===== src/rtl/ddr_init_pkg.sv =====
package ddr_init_pkg;

  typedef enum logic [3:0] {
    ST_PWR,
    ST_NOP,
    ST_PALL1,
    ST_EMR,
    ST_MRR,
    ST_PALL2,
    ST_REF,
    ST_MRF,
    ST_DONE
  } step_t;

  // {cs_n, ras_n, cas_n, we_n}
  localparam logic [3:0] CMD_NOP = 4'b0111;
  localparam logic [3:0] CMD_PRE = 4'b0010;
  localparam logic [3:0] CMD_REF = 4'b0001;
  localparam logic [3:0] CMD_MRS = 4'b0000;

endpackage


===== src/rtl/ddr_init_gap_timer.sv =====
module ddr_init_gap_timer #(
  parameter int W = 8
) (
  input  logic         clk,
  input  logic         rst_n,
  input  logic         en,
  input  logic [W-1:0] limit,
  output logic         first,
  output logic         last
);
  logic [W-1:0] cnt;

  assign first = (cnt == '0);
  assign last  = (cnt == limit);

  always_ff @(posedge clk or negedge rst_n) begin
    if (!rst_n) cnt <= '0;
    else if (en) cnt <= last ? '0 : cnt + 1'b1;
  end

  // Count never runs past the current step's limit (spacing, R5)
  assert_gap_bound_R5: assert property (@(posedge clk) disable iff (!rst_n)
    en |-> (cnt <= limit));

endmodule


===== src/rtl/ddr_init_lock_timer.sv =====
module ddr_init_lock_timer #(
  parameter int LOCK = 200
) (
  input  logic clk,
  input  logic rst_n,
  input  logic start,
  output logic ok
);
  localparam int LW = $clog2(LOCK + 1);

  logic [LW-1:0] cnt;
  logic          run;

  assign ok = run && (cnt >= LW'(LOCK));

  always_ff @(posedge clk or negedge rst_n) begin
    if (!rst_n) begin
      cnt <= '0;
      run <= 1'b0;
    end else if (start) begin
      cnt <= LW'(1);
      run <= 1'b1;
    end else if (run && cnt != LW'(LOCK)) begin
      cnt <= cnt + 1'b1;
    end
  end

  // Once the lock interval has run out it stays out
  assert_lock_hold_R8: assert property (@(posedge clk) disable iff (!rst_n)
    (ok && !start) |=> ok);

endmodule


===== src/rtl/ddr_init_cmd_decode.sv =====
module ddr_init_cmd_decode
  import ddr_init_pkg::*;
#(
  parameter int ADDR_W = 12,
  parameter int BA_W   = 2
) (
  input  step_t             step,
  input  logic              fire,
  input  logic [2:0]        mode_bl,
  input  logic              mode_interleave,
  input  logic [2:0]        mode_cas,
  input  logic              drive_half,
  output logic [3:0]        cmd,
  output logic [BA_W-1:0]   ba,
  output logic [ADDR_W-1:0] addr
);
  logic [ADDR_W-1:0] mode_word;

  always_comb begin
    mode_word      = '0;
    mode_word[2:0] = mode_bl;
    mode_word[3]   = mode_interleave;
    mode_word[6:4] = mode_cas;
  end

  always_comb begin
    cmd  = CMD_NOP;
    ba   = '0;
    addr = '0;
    if (fire) begin
      case (step)
        ST_PALL1, ST_PALL2: begin
          cmd      = CMD_PRE;
          addr[10] = 1'b1;
        end
        ST_EMR: begin
          cmd     = CMD_MRS;
          ba      = BA_W'(1);
          addr[0] = 1'b0;
          addr[1] = drive_half;
        end
        ST_MRR: begin
          cmd     = CMD_MRS;
          addr    = mode_word;
          addr[8] = 1'b1;
        end
        ST_MRF: begin
          cmd  = CMD_MRS;
          addr = mode_word;
        end
        ST_REF:  cmd = CMD_REF;
        default: cmd = CMD_NOP;
      endcase
    end
  end

endmodule


===== src/rtl/ddr_init_seq.sv =====
module ddr_init_seq
  import ddr_init_pkg::*;
#(
  parameter int T_STABLE = 10000,
  parameter int T_RP     = 3,
  parameter int T_MRD    = 2,
  parameter int T_RFC    = 12,
  parameter int T_LOCK   = 200,
  parameter int N_REF    = 2,
  parameter int ADDR_W   = 12,
  parameter int BA_W     = 2
) (
  input  logic              clk,
  input  logic              rst_n,
  input  logic [2:0]        mode_bl,
  input  logic              mode_interleave,
  input  logic [2:0]        mode_cas,
  input  logic              drive_half,
  output logic              cke,
  output logic              cs_n,
  output logic              ras_n,
  output logic              cas_n,
  output logic              we_n,
  output logic [BA_W-1:0]   ba,
  output logic [ADDR_W-1:0] addr,
  output logic              init_done
);
  localparam int MAXG = (T_STABLE > T_RP ? T_STABLE : T_RP) > (T_MRD > T_RFC ? T_MRD : T_RFC)
                      ? (T_STABLE > T_RP ? T_STABLE : T_RP) : (T_MRD > T_RFC ? T_MRD : T_RFC);
  localparam int GW   = $clog2(MAXG + 1);
  localparam int RW   = $clog2(N_REF + 1);
  localparam int DW   = $clog2(T_LOCK + 1);

  step_t         step;
  logic [GW-1:0] limit;
  logic          fire, last, advance, lock_ok;
  logic [RW-1:0] ref_idx;
  logic [3:0]    cmd;

  always_comb begin
    case (step)
      ST_PWR:                 limit = GW'(T_STABLE - 1);
      ST_PALL1, ST_PALL2:     limit = GW'(T_RP - 1);
      ST_EMR, ST_MRR, ST_MRF: limit = GW'(T_MRD - 1);
      ST_REF:                 limit = GW'(T_RFC - 1);
      default:                limit = '0;
    endcase
  end

  ddr_init_gap_timer #(.W(GW)) u_gap (
    .clk(clk), .rst_n(rst_n), .en(step != ST_DONE),
    .limit(limit), .first(fire), .last(last)
  );

  ddr_init_lock_timer #(.LOCK(T_LOCK)) u_lock (
    .clk(clk), .rst_n(rst_n), .start(step == ST_MRR && fire), .ok(lock_ok)
  );

  ddr_init_cmd_decode #(.ADDR_W(ADDR_W), .BA_W(BA_W)) u_dec (
    .step(step), .fire(fire), .mode_bl(mode_bl),
    .mode_interleave(mode_interleave), .mode_cas(mode_cas),
    .drive_half(drive_half), .cmd(cmd), .ba(ba), .addr(addr)
  );

  assign advance = last && (step != ST_DONE) &&
                   (step != ST_REF || ref_idx == RW'(N_REF - 1));

  always_ff @(posedge clk or negedge rst_n) begin
    if (!rst_n) begin
      step      <= ST_PWR;
      ref_idx   <= '0;
      init_done <= 1'b0;
    end else begin
      if (advance) step <= step_t'(step + 4'd1);
      if (step == ST_REF && last) ref_idx <= ref_idx + 1'b1;
      if (step == ST_DONE && lock_ok) init_done <= 1'b1;
    end
  end

  assign cke = (step != ST_PWR);
  assign {cs_n, ras_n, cas_n, we_n} = cmd;

  // ---- checker state: spacing measured at the pins ----
  logic [GW-1:0] mrs_gap, ref_gap;
  logic          mrs_seen, ref_seen, dll_seen;
  logic [DW-1:0] dll_gap;
  logic          is_mrs, is_ref, is_dll_rst;

  assign is_mrs     = (cmd == CMD_MRS);
  assign is_ref     = (cmd == CMD_REF);
  assign is_dll_rst = is_mrs && (ba == '0) && addr[8];

  always_ff @(posedge clk or negedge rst_n) begin
    if (!rst_n) begin
      mrs_gap <= '0; ref_gap <= '0; dll_gap <= '0;
      mrs_seen <= 1'b0; ref_seen <= 1'b0; dll_seen <= 1'b0;
    end else begin
      if (is_mrs) begin mrs_seen <= 1'b1; mrs_gap <= GW'(1); end
      else if (mrs_gap != GW'(MAXG)) mrs_gap <= mrs_gap + 1'b1;
      if (is_ref) begin ref_seen <= 1'b1; ref_gap <= GW'(1); end
      else if (ref_gap != GW'(MAXG)) ref_gap <= ref_gap + 1'b1;
      if (is_dll_rst) begin dll_seen <= 1'b1; dll_gap <= DW'(1); end
      else if (dll_gap != DW'(T_LOCK)) dll_gap <= dll_gap + 1'b1;
    end
  end

  assert_cke_hold_R1: assert property (@(posedge clk) disable iff (!rst_n)
    cke |=> cke);
  assert_idle_while_cke_low_R1: assert property (@(posedge clk) disable iff (!rst_n)
    !cke |-> (cmd == CMD_NOP));
  assert_mrd_gap_R5: assert property (@(posedge clk) disable iff (!rst_n)
    (is_mrs && mrs_seen) |-> (mrs_gap >= GW'(T_MRD)));
  assert_rfc_gap_R6: assert property (@(posedge clk) disable iff (!rst_n)
    (is_ref && ref_seen) |-> (ref_gap >= GW'(T_RFC)));
  assert_ready_after_lock_R8: assert property (@(posedge clk) disable iff (!rst_n)
    $rose(init_done) |-> (dll_seen && dll_gap >= DW'(T_LOCK)));
  assert_ready_sticky_R8: assert property (@(posedge clk) disable iff (!rst_n)
    init_done |=> init_done);

endmodule


===== config.mk =====
export PLATFORM = sky130hd
export DESIGN_NAME = ddr_init_seq
export DESIGN_NICKNAME = d
export VERILOG_FILES = /design/src/rtl/ddr_init_pkg.sv /design/src/rtl/ddr_init_gap_timer.sv /design/src/rtl/ddr_init_lock_timer.sv /design/src/rtl/ddr_init_cmd_decode.sv /design/src/rtl/ddr_init_seq.sv
export SDC_FILE = /design/constraint.sdc
export NUM_CORES = 1
export LEC_CHECK = 0
export ABC_CLOCK_PERIOD_IN_PS = 3400
export BUFFER_PORTS_ARGS = -buffer_cell sky130_fd_sc_hd__clkbuf_2
export CAP_MARGIN = 10
export CELL_PAD_IN_SITES_DETAIL_PLACEMENT = 1
export CELL_PAD_IN_SITES_GLOBAL_PLACEMENT = 2
export CORE_MARGIN = 2
export CORE_UTILIZATION = 36
export CTS_CLUSTER_SIZE = 8
export DETAILED_ROUTE_END_ITERATION = 8
export PLACE_DENSITY_LB_ADDON = 0.15
export SYNTH_ARGS = -nofsm -noshare
export SYNTH_HDL_FRONTEND = slang
export SYNTH_HIERARCHICAL = 1
export SYNTH_SLANG_ARGS = --single-unit

===== constraint.sdc =====
create_clock -name clk -period 3.4 [get_ports clk]
set_input_delay 0.51 -clock clk [delete_from_list [all_inputs] [get_ports clk]]
set_output_delay 0.51 -clock clk [all_outputs]
set_load 0.005 [all_outputs]

Word-level counts from Yosys, hierarchy flattened
Cells that the tools add are included.
- logic and storage cells: 50
- output and inout port bits: 20
- flip-flop bits (word level): 30
- bits of input ports: 10
- add/subtract/negate cells: 4
- muxes and demuxes: 12
- $lt $le $gt $ge: 1
- equal/unequal tests: 12
- reduce and logical (&&, ||, !) cells: 15
- operators with widths (kind ; count):
    one-hot mux 14 bit (4 select lines) ; 1
    equality test 4 x 3 -> 1 bit (second input constant) ; 4
    2-to-1 mux 8 bit ; 2
    adder 14 x 1 -> 14 bit (second input constant) ; 1
    equality test 14 bit ; 1
    logical NOT 14 bit ; 1
    2-to-1 mux 14 bit ; 1
    one-hot mux 7 bit (2 select lines) ; 1
    2-to-1 mux 11 bit ; 1
    one-hot mux 3 bit (3 select lines) ; 1
    adder 8 x 1 -> 8 bit (second input constant) ; 1
    equality test 4 x 2 -> 1 bit (second input constant) ; 2
    >= comparator 8 bit (second input constant) ; 1
    != test 8 bit (second input constant) ; 1
    logical AND 1 bit ; 7
    adder 4 x 1 -> 4 bit (second input constant) ; 1
    equality test 4 bit (second input constant) ; 1
    logical NOT 4 bit ; 1
    2-to-1 mux 4 bit ; 1
    != test 4 x 3 -> 1 bit (second input constant) ; 1
    != test 4 bit (second input constant) ; 1
    one-hot mux 2 bit (2 select lines) ; 1
    nonzero test 4 bit ; 1
    OR reduction 2 bit ; 2
    other kinds (7) ; 8

Depth between registers and ports, before layout
Gate-level depths: netlist (run 1).
- depth in word-level cells: 6
- mapped depth: 10
- gate-level depth less buffers: 10

Cells and area by module
The synthesis (run 1) kept the hierarchy.
- modules (own cells, without submodules) (module ; instances ; area an instance (um^2) ; seq. area each (um^2) ; cells an instance):
    ddr_init_gap_timer ; 1 ; 997.2 ; 350.3 ; 107
    ddr_init_lock_timer ; 1 ; 495.5 ; 225.2 ; 52
    ddr_init_seq ; 1 ; 461.7 ; 175.2 ; 47
    ddr_init_cmd_decode ; 1 ; 242.7 ; 0.0 ; 33

Worst setup path before layout (run 1)
No wires, ideal clock.
- path kind: flip-flop to flip-flop
- start: register step[0]
- end: register step[1]
- stages on the path, launching flop included: 10
- arrival time: 2.479 ns
- buffers on the path: 0
- setup slack: 0.796 ns
- required time: 3.275 ns
- period minus slack after synthesis: 2.604 ns
- setup time: 0.125 ns
- path through: dfrtp_1 inv_1 ha_1 nand3_1 inv_1 xnor2_1 nand4_2 nor4_4 o311ai_4 mux2_4
- cells in the longest elaborated chain, start to end: 6
- elaborated cells on any way between the ends: 17
- those cells by class: add/sub (1); eq/ne (9); mux (1); reduce/logical (6)
- RTL lines (element ; line ; source):
    from (decl) ; ddr_init_seq.sv:34 ; step_t step;
    from (signal assigned) ; ddr_init_seq.sv:74 ; if (advance) step <= step_t'(step + 4'd1);
    equality test 4 x 3 -> 1 bit or equality test 4 x 2 -> 1 bit (tied branches) ; ddr_init_seq.sv:41 ; case (step)
    OR reduction 3 bit (no line) or OR reduction 2 bit (tied branches) ; -- ;
    one-hot mux 14 bit (4 select lines) (*) ; ddr_init_seq.sv:41 ;
    named net limit[10] ; ddr_init_seq.sv:35 ; logic [GW-1:0] limit;
    equality test 14 bit (*) ; ddr_init_gap_timer.sv:14 ; assign last = (cnt == limit);
    named net last ; ddr_init_seq.sv:36 ; logic fire, last, advance, lock_ok;
    logical AND 1 bit (*) (2 in a row) ; ddr_init_seq.sv:65 ; assign advance = last && (step != ST_DONE) &&
The timed path passes the listed nets; every way through them passes the cells marked *.
A chain may end at the register's enable or synchronous reset.

Worst setup path after layout (run 1)
- start: register step[1]
- end: register step[1]
Same word-level chain as after synthesis.

==> impl_results.md, run 1 <==
- Layout area overhead: 12.0%
- IO Count: 30
- Crit Path Class: register to register
- VDD IR max: 0.000125 V
- Clock network fraction of total power: 44.2%
- Share of the synthesized area in the top cell type: 34.2%
- # hold bufs at CTS: 0
- Critical Path RT: 3570 ps
- Worst slew pin tran: slightly above 800 ps
- Fin Setup TNS: 0 ps
- Post-DP HPWL: 3.84 mm
- Antenna Nets Post-Route: 0
- CP Launch Type: register
- Area after DPL: roughly 0.0024 mm2
- DIE WIDTH: 82.1 um
- Area of the multi-input gates: 0.00132 mm2
- Synth Area per Inst: 9.19 um2
- Sequential cell area: roughly 750 um2
- Top FF cell, synth: dfrtp_1
- Final Net Count: 290
- Post-synth top area cell: dfrtp_1
- Initial core utilization: between 30% and 40%
- Design area: 0.00246 mm2
- DP Worst Slack: 411 ps
- Hold Crit Class: input pin to async pin
- DRT Pass-1 Iters: 4
- Largest net degree at the start of global routing: 31
- Worst Skew: about 4.1 ps
- Congestion Overflow GR: 0
- GRT Resource Usage Total: between 10% and 20%
- Synth warnings: 6
- Cell Rows: 28
- CP max stage delay: 600 ps
- DRC Markers: 0
- Ant diodes: 0
- Critical path buffer and inverter count: 2
- Slew HR: a little under half
- Clk pin slew, worst setup/hold paths: 70 ps
- Count of flip-flops with a built-in enable after synthesis: 0
- Final Max Slew Viols: 0
- Gate power share: around 3.1%
- First-pass GRT wire length: about 8.7 mm
- P_leak: around 0.0010 uW
- Placed cell count: ~340
- Die area: 0.00674 mm2
- Drt total wl: 5.17 mm
- DR iter-0 viols: 47
- Die Ht: 82.1 um
- Final WS setup: roughly 450 ps
- Fin util: 41.5%
- Sw Pwr: ~150 uW
- Sequential fraction of the synthesis area: 34.2%
- CTS tree: done
- Area of the core: 0.00592 mm2
- Netlist Area Pre-Place: 0.00220 mm2
- Clk root buf: clkbuf_8
- Htree depth: 2
- Synthesized netlist cell count: 239
- Share of cells above drive strength 1: between 10% and 20%
- Fmax: between 300 and 400 MHz
- Cell variety after synth: 48
- PD cells: 275 mW/mm2
- Max-cap viol count: 0
- RSZ-0062 raised after global routing: no
- Initial antenna violation count: 0
- Crit-path cells: inv_1 > ha_1 > nand3_1 > inv_1 > xnor2_1 > nand4_2 > nor4_4 > o311ai_4 > mux2_4
- Clock Sinks: 30
- GPL Wtd Cong: between 0.7 and 0.8
- Post-cts repair resize count: 0
- Clock Latency Late Sink: 280 ps
- Crit share post-route: 86.7%
- Crit-path max FO: 15
- WL per Instance: 14.9 um
- Vias per inst: 5.08
- Outcome: completed
- FFs w/ async S/R, synth: between 90% and 100%
- Routed vias: 1758
- Filler cells: 719
- Total setup buffers inserted after CTS: 0
- Min cycle time layout: between 2000 and 3000 ps
- Slowest CP cell: dfrtp_1
- Critical Path End Type: register
- Clock Tree Buf Depth: 2
- # setup viols final: 0
- Cell Int Power: 527 uW
- Delay-heaviest family, CP: simple AND/OR/NAND/NOR gates
- CTS buffer count: 5
- Critical path arrival: 3110 ps
- Vias in the first global route: 1735
- Fin. Hold Viols: 0
- PortBufs: 24
- Switch share: 22.1%
- Reg power frac: 52.7%
- Crit path top cell by count: inv_1
- #FFs+latches synth: 30
- Final Non-Filler Cells: roughly 350
- Top area cells in the synthesized netlist: dfrtp_1, xnor2_1, ha_1
==> synthesized netlist by cell type (2+ instances only) <==
| cell | instances |
|---|---|
| mux2i_1 | 4 |
| nand4_2 | 2 |
| clkbuf_1 | 2 |
| o2bb2ai_1 | 2 |
| conb_1 | 2 |
| o22ai_1 | 2 |
| buf_6 | 5 |
| nand4_1 | 5 |
| buf_4 | 6 |
| nand3b_1 | 4 |
| ha_1 | 10 |
| nand4b_1 | 2 |
| nand3_1 | 14 |
| nor3b_1 | 7 |
| a211o_1 | 2 |
| o21ai_1 | 2 |
| o21ai_0 | 9 |
| nor2_1 | 18 |
| nor3_1 | 10 |
| xnor2_1 | 16 |
| inv_1 | 12 |
| nor4_4 | 2 |
| and3_1 | 2 |
| nor4_1 | 2 |
| nor2b_1 | 3 |
| or4_1 | 2 |
| or3_1 | 2 |
| dfrtp_1 | 30 |
| nand2_1 | 17 |
| a21oi_1 | 11 |
| xor2_1 | 9 |
| nand2b_1 | 7 |
==> power groups by stage <==
stage | Sequential, uW | Clock, uW | Combinational (uW)
after floorplan | 364 | 0 | 12.3
after global placement | 364 | 0 | 21.3
after detailed placement | 364 | 0 | 21.3
after CTS | 357 | 316 | 21.4
after global routing | 356 | 330 | 24.1
final | 357 | 299 | 20.8
==> through the flow <==
step | total power (uW) | hold slack (ps)
CTS | 694 | 336
detailed placement | 385 | 474
global route | 711 | 364
floorplan | 376 | 214
finish | 677 | 313
global placement | 385 | 469
==> sequential cells by signal, summed over array words and instances (netlist names) <==
signal / flops
u_lock/run: 1
u_lock/cnt: 8
step: 4
ref_idx: 2
init_done: 1
u_gap/cnt: 14
==> path summary, 6_finish.rpt <==
| path | startpoint | end | slack [ps] | depth (start not counted) |
|---|---|---|---|---|
| worst max-delay path | step[1] | step[1] | 450 | 9 |
| worst min-delay path | rst_n | u_lock/cnt[7] | 310 | 1 |
| worst max register to register | step[1] | step[1] | 450 | 9 |
| worst min register to register | ref_idx[0] | ref_idx[0] | 490 | 1 |
| max in group asynchronous | rst_n | u_gap/cnt[7] | 2570 | 1 |
| min in group clk | ref_idx[0] | ref_idx[0] | 490 | 1 |
==> placed cells by master (no fill, tap or decap), types with 10 or more instances in the layout <==
master and count:
clkbuf_2 24, nor3_1 10, conb_1 11, dfrtp_1 30, nand3_1 14, a21oi_1 11
ha_1 10, nand2_1 17, xnor2_1 16, nor2_1 18, inv_1 12
==> metal layers <==
layer | share of wire [%] | vias up | GRT usage (%)
li1 | - | 878 | -
met1 | 50 | 835 | 23.6
met2 | 46 | 41 | 27.2
met3 | 3.9 | 4 | 2.93
met4 | 0.43 | 0 | 4.50
met5 | 0 | - | 0
==> kinds of logic (layout without fill, tap and decap cells) <==
logic type | Yosys count | in the layout | share of synthesized area, %
AO/OA/AOI/OAI | 32 | 32 | 9.85
XOR/XNOR | 26 | 26 | 10.7
adder cells (fa/ha/maj) | 10 | 10 | 5.69
buffers and inverters | 27 | 50 | 7.40
flip-flops | 30 | 30 | 34.2
multiplexers | 6 | 6 | 3.02
other | 2 | 11 | 0.342
AND/OR/NAND/NOR | 106 | 106 | 28.8
==> layout make-up <==
cell class	count	area share [%]
repair buffers	29	6.41
inverters	13	1.98
well taps	75	3.81
clock inverters	1	0.203
flip-flops and latches	30	30.5
clock buffers	7	3.51
multi-input cells	191	53.6
(Power assumes the default switching activity.)
==> run 2: changes to the inputs <==
--- a/constraint.sdc
+++ b/constraint.sdc
@@ -3,2 +3,2 @@
 set_output_delay 0.51 -clock clk [all_outputs]
-set_load 0.005 [all_outputs]
+set_load 0.1 [all_outputs]
==> impl_results.md, run 2 (synthesis gave the netlist of run 1 again) <==
- Drt total wl: 5.37 mm (+3.9%)
- Cell Rows: 28 (unchanged)
- DRC Markers: 0 (unchanged)
- Clk pin slew, worst setup/hold paths: 70 ps (about the same)
- Congestion Overflow GR: 0 (unchanged)
- Sw Pwr: 171 uW (+15%)
- Post-cts repair resize count: 0 (unchanged)
- Area of the core: 0.00592 mm2 (unchanged)
- Reg power frac: 51.1% (-1.6 points)
- Initial antenna violation count: 0 (unchanged)
- Final WS setup: 314 ps (-140 ps)
- DR iter-0 viols: 54 (+15%)
- Clock network fraction of total power: 42.6% (-1.6 points)
- Clock Latency Late Sink: 270 ps (about the same)
- Slew HR: 46.7% (+1.2 points)
- DP Worst Slack: 388 ps (-23.0 ps)
- DIE WIDTH: 82.1 um (unchanged)
- Worst slew pin tran: 799 ps (-18.7 ps)
- Crit-path max FO: 6 (-9)
- Initial core utilization: 37.1% (unchanged)
- Ant diodes: 0 (unchanged)
- RSZ-0062 raised after global routing: no
- Fin. Hold Viols: 0 (unchanged)
- Sequential cell area: 751 um2 (unchanged)
- GPL Wtd Cong: 0.780 (-0.31%)
- Crit-path cells: inv_1 > ha_1 > nor4b_1 > nand2_1 > nor4_1 > buf_4 > nand3b_1 > nor3b_1 > buf_12
- Slowest CP cell: dfrtp_1
- Outcome: completed
- Crit share post-route: 90.8% (+4.1 points)
- Most flops, register: u_gap/cnt
- CTS buffer count: 5 (unchanged)
- WL per Instance: 15.6 um (+4.2%)
- Post-DP HPWL: 4.04 mm (+5.1%)
- # hold bufs at CTS: 0 (unchanged)
- Die Ht: 82.1 um (unchanged)
- GRT Resource Usage Total: 17.2% (+0.23 points)
- Commonest non-fill, non-tap cell in the layout: dfrtp_1
- PD cells: 269 mW/mm2 (-2.1%)
- Gate power share: 6.3% (+3.2 points)
- Final hold slack: 311 ps (-1.78 ps)
- Share of cells above drive strength 1: 20.4% (+1.2 points)
- Crit Path Class: register to output port
- VDD IR max: 0.000189 V (+51%)
- PortBufs: 24 (unchanged)
- # setup viols final: 0 (unchanged)
- Min cycle time layout: 3090 ps (+140 ps)
- Clock Tree Buf Depth: 2 (unchanged)
- CP max stage delay: 460 ps (-140 ps)
- Worst Skew: 5.20 ps (+1.14 ps)
- CTS tree: done
- Area of the multi-input gates: 0.00134 mm2 (+1.5%)
- Final Net Count: 289 (-0.34%)
- Layout area overhead: 18.1%
- Biggest regs: u_gap/cnt: 14 flops, u_lock/cnt: 8 flops, step: 4 flops
- Htree depth: 2 (unchanged)
- Critical path arrival: 2580 ps (-530 ps)
- Cell Int Power: 528 uW (about the same)
- Vias in the first global route: 1859 (+7.1%)
- First-pass GRT wire length: 8.89 mm (+2.2%)
- Routed vias: 1787 (+1.6%)
- Fmax: 324 MHz (-4.5%)
- Most frequent cells in the layout: dfrtp_1, nor2_1, nand2_1
- Critical Path RT: 2890 ps (-680 ps)
- Clk root buf: clkbuf_8
- Fin util: 43.8% (+2.3 points)
- Filler cells: 698 (-2.9%)
- CP Launch Type: register
- Critical Path End Type: output port
- Die area: 0.00674 mm2 (unchanged)
- DRT Pass-1 Iters: 4 (unchanged)
- Max reg flops: 14 (unchanged)
- Final Max Slew Viols: 0 (unchanged)
- Switch share: 24.5% (+2.4 points)
- Antenna Nets Post-Route: 0 (unchanged)
- Vias per inst: 5.18 (+1.9%)
- Largest net degree at the start of global routing: 31 (unchanged)
- Hold Crit Class: input pin to async pin
- Total setup buffers inserted after CTS: 0 (unchanged)
- IO Count: 30 (unchanged)
- Max-cap viol count: 0 (unchanged)
- P_leak: 0.00107 uW (+2.4%)
- Clock Sinks: 30 (unchanged)
==> run 2: cell types whose count changed in the layout (fill, tap and decap cells not counted) <==
cell      before  now
a21oi_1       11   10
o22ai_1        2    1
nor3b_1        7    6
nand3_1       14   13
clkbuf_2      24   15
buf_12         0    8
o22ai_2        0    1
nand3_2        0    1
nor3b_2        0    1
a21oi_2        0    1
==> run 2: final timing paths <==
path | start | end | slack, ps | depth (start not counted)
max in group asynchronous | rst_n | u_gap/cnt[10] | 2580 | 1
worst max-delay path | u_gap/cnt[0] | addr[3] | 310 | 9
worst max register to register | step[1] | step[1] | 380 | 9
worst min-delay path | rst_n | u_lock/cnt[0] | 310 | 1
worst min register to register | ref_idx[0] | ref_idx[0] | 480 | 1
min in group clk | ref_idx[0] | ref_idx[0] | 480 | 1
==> run 2: final cells by class <==
type,instances,area share [%]
Tap cell,75,3.62
Clock buffer,7,3.33
Multi-Input combinational cell,191,51.5
Sequential cell,30,28.9
Timing Repair Buffer,28,10.5
Clock inverter,1,0.193
Inverter,13,1.88
==> run 2: stage by stage <==
step	instance area [um2]	total power (uW)	cells	TNS (ps)
floorplan	2250	399	248	-5870
global placement	2500	407	337	0
detailed placement	2500	408	337	0
CTS	2590	713	345	0
global route	2590	725	345	0
finish	2590	699	345	0
==> run 2: routing by layer <==
layer / GRT usage [%] / routed length (um)
met1: 22.5 / 2520
met3: 3.26 / 264
met5: 0 / 0
met4: 4.33 / 27
met2: 29.2 / 2560
==> run 2: critical path, delay by kind of cell, from the launching register on <==
kind,cells,cell delay (ps)
simple gates,5,1110
buf+inv,3,570
flops,1,460
fa+ha+maj,1,170
==> run 2: power groups by stage <==
stage	logic, uW	registers [uW]	clock network [uW]
floorplan	35.4	364	0
global placement	43.6	364	0
detailed placement	44.4	364	0
CTS	44.5	357	312
global route	47.3	357	321
finish	43.9	357	298
==> run 3: changes to the inputs <==
CORE_MARGIN = unset   (was 2)
MAX_ROUTING_LAYER = met4   (was unset)
==> impl_results.md, run 3 (synthesis gave the netlist of run 1 again) <==
- IO Count: 30 (unchanged)
- VDD IR max: 0.000168 V (-11%)
- Crit-path max FO: 15 (+9)
- Clock Sinks: 30 (unchanged)
- Vias in the first global route: 1752 (-5.8%)
- First-pass GRT wire length: 8.80 mm (-1.1%)
- Clk root buf: clkbuf_8
- RSZ-0062 raised after global routing: no
- Clock Latency Late Sink: 280 ps (about the same)
- DIE WIDTH: 80.1 um (-2.4%)
- Max reg flops: 14 (unchanged)
- Slew HR: 46.7% (about the same)
- Layout area overhead: 18.9%
- Sw Pwr: 177 uW (+3.3%)
- Gate power share: 5.8% (-0.5 points)
- M3 GR Usage: 3.98% (+0.72 points)
- P_leak: 0.00108 uW (+0.90%)
- GRT busiest layer: met2
- Fmax: 329 MHz (+1.4%)
- Final Net Count: 289 (unchanged)
- Met1 Use GR: 23.8% (+1.3 points)
- Routed vias: 1785 (-0.11%)
- GRT Resource Usage Total: 18.5% (+1.3 points)
- Worst slew pin tran: 799 ps (-0.0787 ps)
- Clock Tree Buf Depth: 2 (unchanged)
- Reg power frac: 47.2% (-3.9 points)
- WL per Instance: 15.1 um (-2.9%)
- Die area: 0.00642 mm2 (-4.8%)
- Fin Setup TNS: 0 ps (unchanged)
- Clk pin slew, worst setup/hold paths: 60 ps (about the same)
- Fin. Hold Viols: 0 (unchanged)
- Antenna Nets Post-Route: 0 (unchanged)
- Initial antenna violation count: 0 (unchanged)
- # setup viols final: 0 (unchanged)
- DRT Pass-1 Iters: 4 (unchanged)
- CTS buffer count: 5 (unchanged)
- Cell Rows: 28 (unchanged)
- Reg2Reg Setup Slack: 360 ps (-20 ps)
- Filler cells: 701 (+0.43%)
- Switch share: 23.4% (-1.1 points)
- Outcome: completed
- CP Launch Type: register
- Share of cells above drive strength 1: 20.7% (+0.37 points)
- Total setup buffers inserted after CTS: 0 (unchanged)
- Cell Int Power: 580 uW (+9.9%)
- CTS tree: done
- Crit share post-route: 89.5% (-1.3 points)
- PortBufs: 24 (unchanged)
- Tot Pwr: 757 uW (+8.3%)
- Drt total wl: 5.22 mm (-2.9%)
- Critical Path End Type: register
- DRC Markers: 0 (unchanged)
- Htree depth: 2 (unchanged)
- GPL Wtd Cong: 0.728 (-6.6%)
- Most frequent cells in the layout: dfrtp_1, nor2_1, nand2_1
- Vias per inst: 5.17 (-0.11%)
- Post-DP HPWL: 3.91 mm (-3.0%)
- DR iter-0 viols: 63 (+17%)
- Congestion Overflow GR: 0 (unchanged)
- Initial core utilization: 37.1% (unchanged)
- Post-cts repair resize count: 0 (unchanged)
- FF-to-FF End: step[1]
- Most flops, register: u_gap/cnt
- # hold bufs at CTS: 0 (unchanged)
- Min cycle time layout: 3040 ps (-43.8 ps)
- Max-cap viol count: 0 (unchanged)
- Largest net degree at the start of global routing: 31 (unchanged)
- Final Max Slew Viols: 0 (unchanged)
- Worst Skew: 7.66 ps (+2.47 ps)
- Area of the core: 0.00592 mm2 (unchanged)
- R2R cell count: 9 (unchanged)
- Biggest regs: u_gap/cnt: 14 flops, u_lock/cnt: 8 flops, step: 4 flops
- PD cells: 290 mW/mm2 (+7.6%)
- Clock network fraction of total power: 47.1% (+4.5 points)
- Ant diodes: 0 (unchanged)
- Met2 Resource Use GR: 29.3% (+0.13 points)
- Crit Path Class: register to register
- Die Ht: 80.1 um (-2.4%)
- Critical Path RT: 3560 ps (+670 ps)
- Critical path arrival: 3200 ps (+620 ps)
- R2r startpoint: step[1]
- Commonest non-fill, non-tap cell in the layout: dfrtp_1
- Hold Crit Class: input pin to async pin
-- run 3: area by class of cell --
class                           instances  area, um2  share of cell area, %
Multi-Input combinational cell        191       1340                   51.2
Sequential cell                        30        751                   28.7
Timing Repair Buffer                   28        273                   10.4
Tap cell                               75       93.8                   3.59
Clock buffer                            5       68.8                   2.63
Inverter                               13       48.8                   1.87
Clock inverter                          3       40.0                   1.53
-- run 3: worst max-delay path, stage by stage, from the launching register on --
cell	delay [ps]
dfrtp_1	620
inv_1	120
ha_1	300
nand3_2	110
inv_1	130
xnor2_1	220
nand4_2	190
nor4_4	670
o311ai_4	220
mux2_4	340
-- run 3: how the worst max path moves through the flow --
| stage | start | end | slack (ps) | cells after the start |
|---|---|---|---|---|
| finish | step[1] | step[1] | 360 | 9 |
| global route | u_gap/cnt[0] | addr[4] | 80 | 9 |
| CTS | step[1] | step[1] | 330 | 9 |
| detailed placement | step[1] | step[1] | 340 | 9 |
| global placement | step[1] | step[1] | 480 | 9 |
| floorplan | u_gap/cnt[10] | addr[0] | -980 | 4 |
-- run 3: metrics by stage --
stage / setup WS (ps) / hold slack [ps] / cells / util, % / instance area [um2]
final: 357 / 306 / 345 / 44.1 / 2610
after global routing: 81.8 / 373 / 345 / 44.1 / 2610
after CTS: 331 / 340 / 345 / 44.1 / 2610
after detailed placement: 339 / 475 / 337 / 42.3 / 2500
after global placement: 482 / 466 / 337 / 42.3 / 2500
after floorplan: -979 / 214 / 248 / - / 2250
-- run 3: layer usage --
metal / wire length [um] / vias up
met4: 36 / 0
met2: 2430 / 32
met3: 189 / 4
met1: 2560 / 875
met5: 0 / -
li1: - / 874
-- run 3: power by group through the flow --
stage,registers [uW],clock network [uW],logic [uW]
floorplan,364,0,35.4
global placement,364,0,44.2
detailed placement,364,0,44.4
CTS,357,368,44.5
global route,356,388,47.3
finish,357,356,43.7
